### src/rtl/cfgw_pkg.sv
package cfgw_pkg;
  localparam int DATA_W = 32;
  localparam int ADDR_W = 3;
  localparam int SRC_N  = 2;
  localparam int SRC_WEMPTY = 0;
  localparam int SRC_RDP    = 1;

  typedef enum logic [ADDR_W-1:0] {
    RA_QDATA = 3'd0,
    RA_FREE  = 3'd1,
    RA_CTRL  = 3'd2,
    RA_STAT  = 3'd3,
    RA_PEND  = 3'd4,
    RA_IEN   = 3'd5,
    RA_GIEN  = 3'd6
  } reg_addr_e;
endpackage

### src/rtl/cfgw_fifo.sv
module cfgw_fifo #(
  parameter int DW    = 32,
  parameter int DEPTH = 16,
  localparam int AW = (DEPTH > 1) ? $clog2(DEPTH) : 1,
  localparam int CW = $clog2(DEPTH + 1)
) (
  input  logic          clk,
  input  logic          rst_n,
  input  logic          push,
  input  logic [DW-1:0] push_data,
  input  logic          pop,
  output logic [DW-1:0] head,
  output logic          empty,
  output logic          full,
  output logic [CW-1:0] free_slots
);
  function automatic logic [AW-1:0] ptr_next(input logic [AW-1:0] p);
    return (p == AW'(DEPTH - 1)) ? '0 : p + 1'b1;
  endfunction

  function automatic logic [CW-1:0] slots_left(input logic [CW-1:0] used);
    return CW'(DEPTH) - used;
  endfunction

  logic [DW-1:0] mem [DEPTH];
  logic [AW-1:0] wptr, rptr;
  logic [CW-1:0] count;
  logic          push_ok, pop_ok;

  assign empty      = (count == '0);
  assign full       = (count == CW'(DEPTH));
  assign push_ok    = push && !full;
  assign pop_ok     = pop && !empty;
  assign head       = mem[rptr];
  assign free_slots = slots_left(count);

  always_ff @(posedge clk) begin
    if (push_ok) mem[wptr] <= push_data;
  end

  always_ff @(posedge clk) begin
    if (!rst_n) begin
      wptr  <= '0;
      rptr  <= '0;
      count <= '0;
    end else begin
      if (push_ok) wptr <= ptr_next(wptr);
      if (pop_ok)  rptr <= ptr_next(rptr);
      case ({push_ok, pop_ok})
        2'b10:   count <= count + 1'b1;
        2'b01:   count <= count - 1'b1;
        default: count <= count;
      endcase
    end
  end


  no_overflow_chk: assert property (@(posedge clk) disable iff (!rst_n)
    (push && full && !pop) |=> (count == CW'(DEPTH)));

  push_pop_even_chk: assert property (@(posedge clk) disable iff (!rst_n)
    (push && !full && pop && !empty) |=> $stable(count));
endmodule

### src/rtl/cfgw_drain.sv
module cfgw_drain #(
  parameter int DW = 32
) (
  input  logic          clk,
  input  logic          rst_n,
  input  logic          start_req,
  input  logic          startup_ok,
  input  logic          busy,
  input  logic          q_empty,
  input  logic [DW-1:0] q_head,
  input  logic          done_clr,
  output logic          pop,
  output logic          active,
  output logic          xfer_end,
  output logic          done,
  output logic [DW-1:0] port_data,
  output logic          port_en
);
  assign pop      = active && !q_empty && !busy;
  assign xfer_end = active && q_empty;

  always_ff @(posedge clk) begin
    if (!rst_n) begin
      active    <= 1'b0;
      done      <= 1'b0;
      port_en   <= 1'b0;
      port_data <= '0;
    end else begin
      if (!active && start_req && startup_ok) active <= 1'b1;
      else if (xfer_end)                      active <= 1'b0;
      if (xfer_end)      done <= 1'b1;
      else if (done_clr) done <= 1'b0;
      port_en <= pop;
      if (pop) port_data <= q_head;
    end
  end


  start_gate_chk: assert property (@(posedge clk) disable iff (!rst_n)
    $rose(active) |-> $past(startup_ok));

  busy_hold_chk: assert property (@(posedge clk) disable iff (!rst_n)
    busy |=> !port_en);

  end_done_chk: assert property (@(posedge clk) disable iff (!rst_n)
    (active && q_empty) |=> (!active && done));
endmodule

### src/rtl/cfgw_irq.sv
module cfgw_irq
  import cfgw_pkg::*;
(
  input  logic             clk,
  input  logic             rst_n,
  input  logic [SRC_N-1:0] set_evt,
  input  logic             pend_wr,
  input  logic             ien_wr,
  input  logic             gien_wr,
  input  logic [SRC_N-1:0] wbits,
  output logic [SRC_N-1:0] pend,
  output logic [SRC_N-1:0] ien,
  output logic             gien,
  output logic             irq
);
  logic [SRC_N-1:0] clr_mask;
  assign clr_mask = pend_wr ? wbits : '0;

  always_ff @(posedge clk) begin
    if (!rst_n) begin
      pend <= '0;
      ien  <= '0;
      gien <= 1'b0;
    end else begin
      pend <= (pend & ~clr_mask) | set_evt;
      if (ien_wr)  ien  <= wbits;
      if (gien_wr) gien <= wbits[0];
    end
  end

  assign irq = gien && |(ien & pend);


  set_wins_chk: assert property (@(posedge clk) disable iff (!rst_n)
    set_evt[SRC_WEMPTY] |=> pend[SRC_WEMPTY]);

  ien_hold_chk: assert property (@(posedge clk) disable iff (!rst_n)
    ien_wr |=> (ien == $past(wbits)));
endmodule

### src/rtl/cfgport_wfifo_ctrl.sv
module cfgport_wfifo_ctrl
  import cfgw_pkg::*;
#(
  parameter int DEPTH = 16,
  localparam int CW = $clog2(DEPTH + 1)
) (
  input  logic              clk,
  input  logic              rst_n,
  input  logic              reg_wr,
  input  logic [ADDR_W-1:0] reg_addr,
  input  logic [DATA_W-1:0] reg_wdata,
  output logic [DATA_W-1:0] reg_rdata,
  input  logic              startup_done,
  input  logic              rd_pend_evt,
  input  logic              port_busy,
  output logic [DATA_W-1:0] port_data,
  output logic              port_en,
  output logic              irq
);
  logic              wr_q, wr_ctrl, wr_stat, wr_pend, wr_ien, wr_gien;
  logic              q_pop, q_empty, q_full;
  logic [DATA_W-1:0] q_head;
  logic [CW-1:0]     q_free;
  logic              active, xfer_end, done;
  logic [SRC_N-1:0]  pend, ien, set_evt;
  logic              gien;

  assign wr_q    = reg_wr && (reg_addr == RA_QDATA);
  assign wr_ctrl = reg_wr && (reg_addr == RA_CTRL);
  assign wr_stat = reg_wr && (reg_addr == RA_STAT);
  assign wr_pend = reg_wr && (reg_addr == RA_PEND);
  assign wr_ien  = reg_wr && (reg_addr == RA_IEN);
  assign wr_gien = reg_wr && (reg_addr == RA_GIEN);

  cfgw_fifo #(.DW(DATA_W), .DEPTH(DEPTH)) u_fifo (
    .clk(clk), .rst_n(rst_n),
    .push(wr_q), .push_data(reg_wdata), .pop(q_pop),
    .head(q_head), .empty(q_empty), .full(q_full), .free_slots(q_free)
  );

  cfgw_drain #(.DW(DATA_W)) u_drain (
    .clk(clk), .rst_n(rst_n),
    .start_req(wr_ctrl && reg_wdata[0]), .startup_ok(startup_done),
    .busy(port_busy), .q_empty(q_empty), .q_head(q_head),
    .done_clr(wr_stat && reg_wdata[0]),
    .pop(q_pop), .active(active), .xfer_end(xfer_end), .done(done),
    .port_data(port_data), .port_en(port_en)
  );

  always_comb begin
    set_evt = '0;
    set_evt[SRC_WEMPTY] = xfer_end;
    set_evt[SRC_RDP]    = rd_pend_evt;
  end

  cfgw_irq u_irq (
    .clk(clk), .rst_n(rst_n), .set_evt(set_evt),
    .pend_wr(wr_pend), .ien_wr(wr_ien), .gien_wr(wr_gien),
    .wbits(reg_wdata[SRC_N-1:0]),
    .pend(pend), .ien(ien), .gien(gien), .irq(irq)
  );

  always_comb begin
    reg_rdata = '0;
    case (reg_addr)
      RA_FREE: reg_rdata = DATA_W'(q_free);
      RA_CTRL: reg_rdata[0] = active;
      RA_STAT: reg_rdata[1:0] = {startup_done, done};
      RA_PEND: reg_rdata[SRC_N-1:0] = pend;
      RA_IEN:  reg_rdata[SRC_N-1:0] = ien;
      RA_GIEN: reg_rdata[0] = gien;
      default: reg_rdata = '0;
    endcase
  end


  irq_gate_chk: assert property (@(posedge clk) disable iff (!rst_n)
    (irq == (gien && |(ien & pend))) && !(q_full && q_free != '0));
endmodule

### config.mk
export PLATFORM = sky130hd
export DESIGN_NAME = cfgport_wfifo_ctrl
export DESIGN_NICKNAME = d
export VERILOG_FILES = /design/src/rtl/cfgw_pkg.sv /design/src/rtl/cfgw_fifo.sv /design/src/rtl/cfgw_drain.sv /design/src/rtl/cfgw_irq.sv /design/src/rtl/cfgport_wfifo_ctrl.sv
export SDC_FILE = /design/constraint.sdc
export NUM_CORES = 1
export LEC_CHECK = 0
export ABC_AREA = 1
export BUFFER_PORTS_ARGS = -buffer_cell sky130_fd_sc_hd__buf_2
export CAP_MARGIN = 20
export CORE_ASPECT_RATIO = 1.4
export CORE_UTILIZATION = 30
export CTS_CLUSTER_SIZE = 8
export DETAILED_ROUTE_END_ITERATION = 8
export PLACE_DENSITY = 0.43
export SETUP_SLACK_MARGIN = 0.02
export SLEW_MARGIN = 20
export SYNTH_ARGS = -nofsm -noshare
export SYNTH_HDL_FRONTEND = slang
export SYNTH_SLANG_ARGS = --single-unit
### constraint.sdc
create_clock -name clk -period 4.1 [get_ports clk]
set_input_delay 0.615 -clock clk [delete_from_list [all_inputs] [get_ports clk]]
set_output_delay 0.615 -clock clk [all_outputs]
set_load 0.01 [all_outputs]
==> flow_summary.toml, run 1 <==
[clocking]
clkSinkCount = 565
htree_levels = 3
cts_tree = "done"
ctsResizeCount = 0
clock_latency_ps = 600
postCtsHoldBufs = 0
clock-root-buffer = "clkbuf_16"
post_cts_buffers = 0
cts_made_buffers = 80
clkTransAtPathRegs_ps = 50
clockBufferDepth = 3

[yosys]
synth-edff-count = 512
synth.avg_cell_area_um2 = 11.5
synth_commonest_cells = "edfxtp_1 (512), nor2_1 (381), nand2_1 (331), nand3_1 (208), o21ai_0 (140)"
synth.area.top_cells = "edfxtp_1 (67%), nor2_1 (6.3%), nand2_1 (5.4%)"
ys_seq_elements = 565
async_flop_share_pct = 0
yosysMostFrequentCell = "edfxtp_1"
synth_cells = 1985
synth-seq-area-share_pct = 71.8
synth_top_flop_cell = "edfxtp_1"
synth_area_leader_cell = "edfxtp_1"
mappedNetlistArea_um2 = 22900
yosysUniqueCellTypes = 33
ys.warnings.count = 0
netlist.area_leader.share_pct = 67.2

[timing]
rsz0062_at_grt = "false"
finalSetupViolations = 0
fin_crit_ps = 3110
clock_skew_ps = 22.1
fin_setup_tns_ps = 0
fmax_mhz = 322
slew_headroom_pct = 31.7
drv_slew = 0
fin_crit_sh_pct = 75.8
hold_viol = 0
worst_pin_slew_ps = 1020
layout_setup_ws_ps = 991

[run_status]
status = "completed"

[worst_setup_path]
cp_common_cell = "nand2_1"
timing_worst_setup_path_type = "register to register"
reg2reg_slack_ps = 990
start_kind = "register"
worst-path-max-fanout = 34
path_delay_family = "simple AND/OR/NAND/NOR gates"
crit_chain = "inv_1 -> ha_1 -> nand2_1 -> nor2_1 -> ha_1 -> inv_1 -> nand2_1 -> or2_1 -> clkinv_4 -> ha_1 -> xor2_1 -> ha_1 -> inv_1 -> nand2_1 -> nand3_1 -> nand2_1 -> nand2_1 -> nand2_1 -> nand2_1 -> a21oi_1"
cp-end-kind = "register"
cpMaxStageDelayCell = "ha_1"
crit_buf_inv = 4
worstPathRequired_ps = 4630
cp_data_arrival_time_ps = 3640
max_stage_delay_ps = 390

[layout]
area_growth_pct = 16.5
drive_gt1_share_pct = 11.2
diodes = 0
multi_input_area_um2 = 5680
nNetsFinal = 2129
n_fill_cell = 7457
seq_area_um2 = 16400
fin_util_pct = 35.4

[floorplanning]
fp.coreArea_um2 = 75300
rows = 119
start_util_pct = 30.4
io_pins = 107
fp.dieArea_um2 = 77400
die_w_um = 235
die_h_um = 329

[global_route]
grt_pass1_wl_um = 99800
grt_pass1_vias = 15000
overflow = 0
gr-usage-all-layers_pct = 17.5
grt_max_degree = 94
antenna_found_initial = 1

[routing]
vias = 14900
first_pass_iters = 7
drc = 0
wl_per_cell_um = 21.7
ant_nets = 0
drt_iter0_drc = 1057
wl_um = 67300
vias_per_cell = 4.81

[hold_path]
hold_path_class = "input pin to register"

[place]
place_ws_ps = 988
port_buffers = 79
gp_congestion = 0.787
hpwl_um = 39500

[pwr]
power_w = 0.0126
power_density_nw_per_um2 = 474
ir_drop_mv = 0.261
p_leak_nw = 9.31

[job]
cap_violations = 0
[power breakdown]
group	internal (W)	switching, W
Clock	0.00370	0.00241
Sequential	0.00629	0.00000612
Combinational	0.0000371	0.000177
[cell usage in the layout (no fill, tap or decap), types with 2 or more instances in the layout]
| cell type | n |
|---|---|
| buf_2 | 79 |
| dfxtp_1 | 50 |
| o21ai_0 | 140 |
| inv_1 | 27 |
| nor2_1 | 365 |
| conb_1 | 27 |
| buf_12 | 10 |
| inv_2 | 4 |
| nand4_1 | 4 |
| xor2_1 | 4 |
| edfxtp_1 | 512 |
| nand2_1 | 330 |
| dfxtp_4 | 2 |
| clkbuf_16 | 81 |
| inv_6 | 5 |
| clkbuf_1 | 58 |
| ha_1 | 12 |
| nor3_1 | 8 |
| o21ai_1 | 62 |
| nor2_4 | 16 |
| a21oi_1 | 84 |
| buf_4 | 37 |
| nand3_1 | 208 |
[sequential cells by signal, summed over array words and instances (netlist names)]
signal,count
u_fifo.mem,512
u_drain.active,1
u_fifo.rptr,4
u_irq.pend,2
u_drain.port_data,32
u_irq.ien,2
u_fifo.wptr,4
u_fifo.count,5
u_drain.done,1
u_irq.gien,1
u_drain.port_en,1
[cell type report]
class                      instances  area share, %
timing repair buffer             126           3.28
clock inverter                     4          0.131
multi-input combinational       1269           21.3
clock buffer                     140           8.48
tap                              968           4.55
sequential                       565           61.7
inverter                          34          0.526
[per-stage QoR]
stage / hold slack (ps) / area [um^2] / std cells
6_report: 227 / 26600 / 3106
5_1_grt: 260 / 26600 / 3106
4_1_cts: 183 / 26600 / 3106
3_5_place_dp: 476 / 24300 / 2962
3_3_place_gp: 472 / 24300 / 2962
2_1_floorplan: 445 / 23000 / 2011
[final timing paths]
path              startpoint         endpoint  cells past startpoint
min reg2reg     u_irq.ien[1]     u_irq.ien[1]                      2
max reg2reg  u_fifo.count[0]  u_fifo.count[4]                     20
min              rd_pend_evt    u_irq.pend[1]                      3
max          u_fifo.count[0]  u_fifo.count[4]                     20
[logic make-up (layout without fill, tap and decap cells)]
| family | after synthesis | count (layout) | share of synthesized area (%) |
|---|---|---|---|
| other | 1 | 27 | 0.0164 |
| buffers and inverters | 177 | 304 | 4.30 |
| DFF | 565 | 565 | 71.8 |
| and+or+nand+nor | 936 | 936 | 16.7 |
| AOI/OAI and AO/OA | 290 | 290 | 6.38 |
| xor gates and xnor gates | 4 | 4 | 0.153 |
| adders and majority gates | 12 | 12 | 0.656 |
[worst min-delay path, delay by kind of cell]
kind                   cells  cell delay, ps
AO/OA/AOI/OAI              1              30
buffers and inverters      1              70
AND/OR/NAND/NOR            1              70
[per-layer routing]
layer	track usage, %	up-vias	share of wire [%]
met5	0	-	0
met4	6.04	0	2.6
met3	2.86	93	4.5
met2	30.1	404	50
met1	22.2	7361	43
li1	-	7077	-
No activity file was read; power rests on OpenSTA's default activity.
==> run 2: changes to the inputs <==
==> constraint.sdc (replaced) <==
create_clock -name clk -period 3.3 [get_ports clk]
set_input_delay 0.495 -clock clk [delete_from_list [all_inputs] [get_ports clk]]
set_output_delay 0.495 -clock clk [all_outputs]
set_load 0.01 [all_outputs]
==> run 2 against run 1 <==
Against the previous run:
- fmax is 10% higher
- non-clock buffer count grew 5
- critical path depth fell by 7
- combinational power is 9.8% higher
- critical path type unchanged
- worst setup slack got worse by 510 ps
- global-route usage fell by 0.74 points
- sequential share of layout area down 0.16 points
- final area is 0.27% higher
- first-iteration DRC count increased by 5.2%
- via count did not move
- wire length decreased by 4.3%
- register-to-register slack worse by 510 ps
==> flow_summary.toml, run 2 (same netlist as run 1, synthesis figures left out) <==
[pwr]
power_density_nw_per_um2 = 586
sw_frac_of_total_pct = 20.8
ir_drop_mv = 0.381
p_leak_nw = 9.35
p_int_w = 0.0124
power_switching_w = 0.00325
pwr-share-clk_pct = 48.5
combPwrFrac_pct = 1.5
power_frac_seq_pct = 50.0

[place]
hpwl_um = 34500
placed_cell_area_um2 = 24400
port_buffers = 79
gp_congestion = 0.762
place_inst = 2967
place_ws_ps = 473

[routing]
vias_per_cell = 4.80
drt_iter0_drc = 1112
wl_um = 64400
wl_per_cell_um = 20.7
drc = 0
ant_nets = 0
first_pass_iters = 7
vias = 14900

[worst_setup_path]
cp-end-kind = "register"
start_kind = "register"
crit_chain = "inv_1 -> ha_1 -> nand2_1 -> nor2_1 -> ha_1 -> inv_1 -> nand2_1 -> or2_1 -> clkinv_4 -> buf_4 -> nand3_1 -> o21ai_1 -> nor2_1"
timing_worst_setup_path_type = "register to register"
cpMaxStageDelayCell = "buf_4"
worstPathRequired_ps = 3800
max_stage_delay_ps = 680
reg2reg_depth = 13
worst-path-max-fanout = 67
cp_data_arrival_time_ps = 3320

[layout]
nNetsFinal = 2134
regMostFlops = "u_fifo.mem"
layout_common_cells = "edfxtp_1 (512), nor2_1 (365), nand2_1 (330)"
diodes = 0
drive_gt1_share_pct = 11.5
fin_util_pct = 35.5
design_area_um2 = 26700
reg_top3 = "u_fifo.mem: 512 flops, u_drain.port_data: 32 flops, u_fifo.count: 5 flops"
largest_reg_flops = 512
finalNonFillerCells = 3109
area_growth_pct = 16.8
final_common_cell = "edfxtp_1"

[floorplanning]
fp.dieArea_um2 = 77400
rows = 119
die_w_um = 235
die_h_um = 329
fp.coreArea_um2 = 75300
io_pins = 107
start_util_pct = 30.4

[global_route]
overflow = 0
grt_pass1_wl_um = 96200
gr-usage-all-layers_pct = 16.7
antenna_found_initial = 1
grt_pass1_vias = 15100
grt_max_degree = 177

[clocking]
ctsResizeCount = 0
cts_tree = "done"
post_cts_buffers = 0
postCtsHoldBufs = 0
clkTransAtPathRegs_ps = 50
clockBufferDepth = 3
clock_latency_ps = 630
cts_made_buffers = 80
htree_levels = 3
clkSinkCount = 565
clock-root-buffer = "clkbuf_16"

[timing]
fin_setup_tns_ps = 0
fin_crit_sh_pct = 85.4
clock_skew_ps = 20.3
hold_viol = 0
drv_slew = 0
layout_setup_ws_ps = 482
slew_headroom_pct = 27.2
rsz0062_at_grt = "false"
finalSetupViolations = 0
fin_crit_ps = 2820
fmax_mhz = 355
worst_pin_slew_ps = 1090

[hold_path]
holdPathStages = 3
hold_path_class = "input pin to register"

[job]
cap_violations = 0

[run_status]
status = "completed"
[run 2: cell count changes in the layout (fill, tap and decap cells not counted)]
cell,delta
buf_12,+3
inv_16,+1
clkbuf_16,-1
clkbuf_1,-4
clkbuf_8,-1
buf_4,+2
clkinv_2,+1
clkinv_8,+1
inv_6,+1
[run 2: power groups by stage]
| stage | clock (W) | combinational [W] | sequential [W] |
|---|---|---|---|
| floorplan | 0 | 0.000104 | 0.00797 |
| global placement | 0 | 0.000236 | 0.00797 |
| detailed placement | 0 | 0.000238 | 0.00797 |
| CTS | 0.00779 | 0.000239 | 0.00782 |
| global route | 0.00804 | 0.000263 | 0.00782 |
| finish | 0.00759 | 0.000235 | 0.00783 |
[run 2: critical path, delay by kind of cell (launching register included)]
kind	cells	cell delay (ps)
simple gates	6	780
fa+ha+maj	2	420
buf+inv	4	920
flops	1	370
compound gates	1	220
[run 2: cell type report]
type	instances	area, um^2
Tap cell	968	1210
Sequential cell	565	16400
Inverter	34	140
Clock buffer	134	2200
Timing Repair Buffer	131	948
Fill cell	7444	48600
Multi-Input combinational cell	1269	5680
Clock inverter	8	85.1
[run 2: path summary, 6_finish.rpt]
check | startpoint | to | slack [ps]
setup / recovery | u_fifo.count[0] | u_fifo.rptr[3] | 480
hold / removal | rd_pend_evt | u_irq.pend[1] | 110
setup reg to reg | u_fifo.count[0] | u_fifo.rptr[3] | 480
hold reg to reg | u_irq.pend[0] | u_irq.pend[0] | 480
[run 2: stage by stage]
stage | total power, W | hold slack, ps
global route | 0.0161 | 124
finish | 0.0156 | 114
floorplan | 0.00807 | 445
detailed placement | 0.00820 | 473
CTS | 0.0159 | 82.1
global placement | 0.00820 | 473
[run 2: metal layers]
layer | up-vias | wire length [um] | GRT usage, % | part of all wire [%]
li1 | 7090 | - | - | -
met1 | 7371 | 28200 | 21.1 | 44
met2 | 357 | 31800 | 28.9 | 49
met3 | 115 | 2670 | 2.38 | 4.1
met4 | 2 | 1800 | 6.59 | 2.8
met5 | - | 10 | 0 | 0.016
==> run 3: changes to the inputs <==
--- a/config.mk
+++ b/config.mk
@@ -13,6 +13,7 @@
 export CTS_CLUSTER_SIZE = 8
 export DETAILED_ROUTE_END_ITERATION = 8
 export PLACE_DENSITY = 0.43
+export REMOVE_ABC_BUFFERS = 1
 export SETUP_SLACK_MARGIN = 0.02
 export SLEW_MARGIN = 20
 export SYNTH_ARGS = -nofsm -noshare
==> run 3 against run 2 <==
Against the previous run:
- critical path depth stayed put
- core utilization is 0.071 points lower
- register-to-register slack worse by 70 ps
- total power hardly changed
- wire length is 2.4% lower
- critical path type unchanged
- highest routed layer is now met4
==> flow_summary.toml, run 3 (same netlist as run 1, synthesis figures left out) <==
[layout]
fin_util_pct = 35.4
final_common_cell = "edfxtp_1"
area_growth_pct = 16.5
layout_common_cells = "edfxtp_1 (512), nor2_1 (365), nand2_1 (330)"
largest_reg_flops = 512
drive_gt1_share_pct = 11.2
regMostFlops = "u_fifo.mem"
reg_top3 = "u_fifo.mem: 512 flops, u_drain.port_data: 32 flops, u_fifo.count: 5 flops"
nNetsFinal = 2127

[routing]
wl_um = 62900
drt_iter0_drc = 1026
vias_per_cell = 4.76
drc = 0
first_pass_iters = 5
vias = 14800
route.met2.wl_um = 31400
ant_nets = 0
wl_met3_um = 2770
wl_met1_um = 27600
routed.top_layer = "met4"
wl_per_cell_um = 20.3

[global_route]
grt_pass1_vias = 14600
grt_pass1_wl_um = 94500
antenna_found_initial = 1
overflow = 0
gr-usage-all-layers_pct = 16.3
grt_max_degree = 144

[clocking]
clkTransAtPathRegs_ps = 50
clock-root-buffer = "clkbuf_16"
ctsResizeCount = 0
clockBufferDepth = 3
clkSinkCount = 565
cts_made_buffers = 80
post_cts_buffers = 0
htree_levels = 3
clock_latency_ps = 610
postCtsHoldBufs = 0
cts_tree = "done"

[worst_setup_path]
cp-end-kind = "register"
worstPathRequired_ps = 3780
start_kind = "register"
max_stage_delay_ps = 690
timing_worst_setup_path_type = "register to register"
cpMaxStageDelayCell = "buf_4"
crit_chain = "inv_1 -> ha_1 -> nand2_1 -> nor2_1 -> ha_1 -> inv_1 -> nand2_1 -> or2_1 -> clkinv_4 -> buf_4 -> nand3_1 -> o21ai_1 -> a21oi_1"
cp_data_arrival_time_ps = 3370
path_delay_family = "buffers and inverters"
crit_buf_inv = 4
worst-path-max-fanout = 68

[timing]
drv_slew = 0
rsz0062_at_grt = "false"
worst_pin_slew_ps = 1080
fin_crit_sh_pct = 87.6
clock_skew_ps = 13.8
slew_headroom_pct = 28.0
finalSetupViolations = 0
fmax_mhz = 346
fin_crit_ps = 2890
hold_slack_ps = 102
hold_viol = 0

[floorplanning]
die_h_um = 329
die_w_um = 235
fp.dieArea_um2 = 77400
start_util_pct = 30.4
fp.coreArea_um2 = 75300
io_pins = 107
rows = 119

[pwr]
power_w = 0.0157
power_density_nw_per_um2 = 588
p_leak_nw = 9.32
ir_drop_mv = 0.312

[place]
port_buffers = 79
gp_congestion = 0.769
hpwl_um = 33400

[run_status]
status = "completed"

[job]
cap_violations = 0

[hold_path]
hold_path_class = "input pin to register"
[run 3: stage by stage]
| step | setup WS, ps | instances | TNS [ps] | cell area, um^2 |
|---|---|---|---|---|
| after floorplan | -4460 | 1868 | -153130 | 22100 |
| after global placement | 527 | 2960 | 0 | 24300 |
| after detailed placement | 435 | 2960 | 0 | 24300 |
| after CTS | 416 | 3101 | 0 | 26700 |
| after global routing | 143 | 3101 | 0 | 26700 |
| final | 408 | 3102 | 0 | 26700 |
[run 3: layout make-up]
class,count,area [um^2]
fillers,7419,48700
multi-input cells,1269,5680
inverters,34,140
flip-flops and latches,565,16400
well taps,968,1210
clock buffers,137,2280
clock inverters,4,31.3
diodes,1,2.50
repair buffers,124,871
[run 3: worst paths after layout]
path	startpoint	end	slack, ps	cells past startpoint
max	u_fifo.count[0]	u_fifo.rptr[0]	410	13
min	rd_pend_evt	u_irq.pend[1]	100	3
max reg2reg	u_fifo.count[0]	u_fifo.rptr[0]	410	13
min reg2reg	u_irq.ien[1]	u_irq.ien[1]	480	2
[run 3: tightest hold or removal path, cell delays in order]
cell	delay [ps]
buf_2	80
a21oi_1	30
nor2_1	70
[run 3: metal layers]
layer / up-vias / global-route usage (%)
met3: 83 / 2.74
met1: 7272 / 20.5
met5: - / 0
met2: 325 / 28.6
li1: 7079 / -
met4: 0 / 4.90
[run 3: where the power goes]
part,switching (W),internal (W)
registers,0.00000741,0.00782
clock network,0.00296,0.00464
logic,0.000185,0.0000466
total,0.00315,0.0125
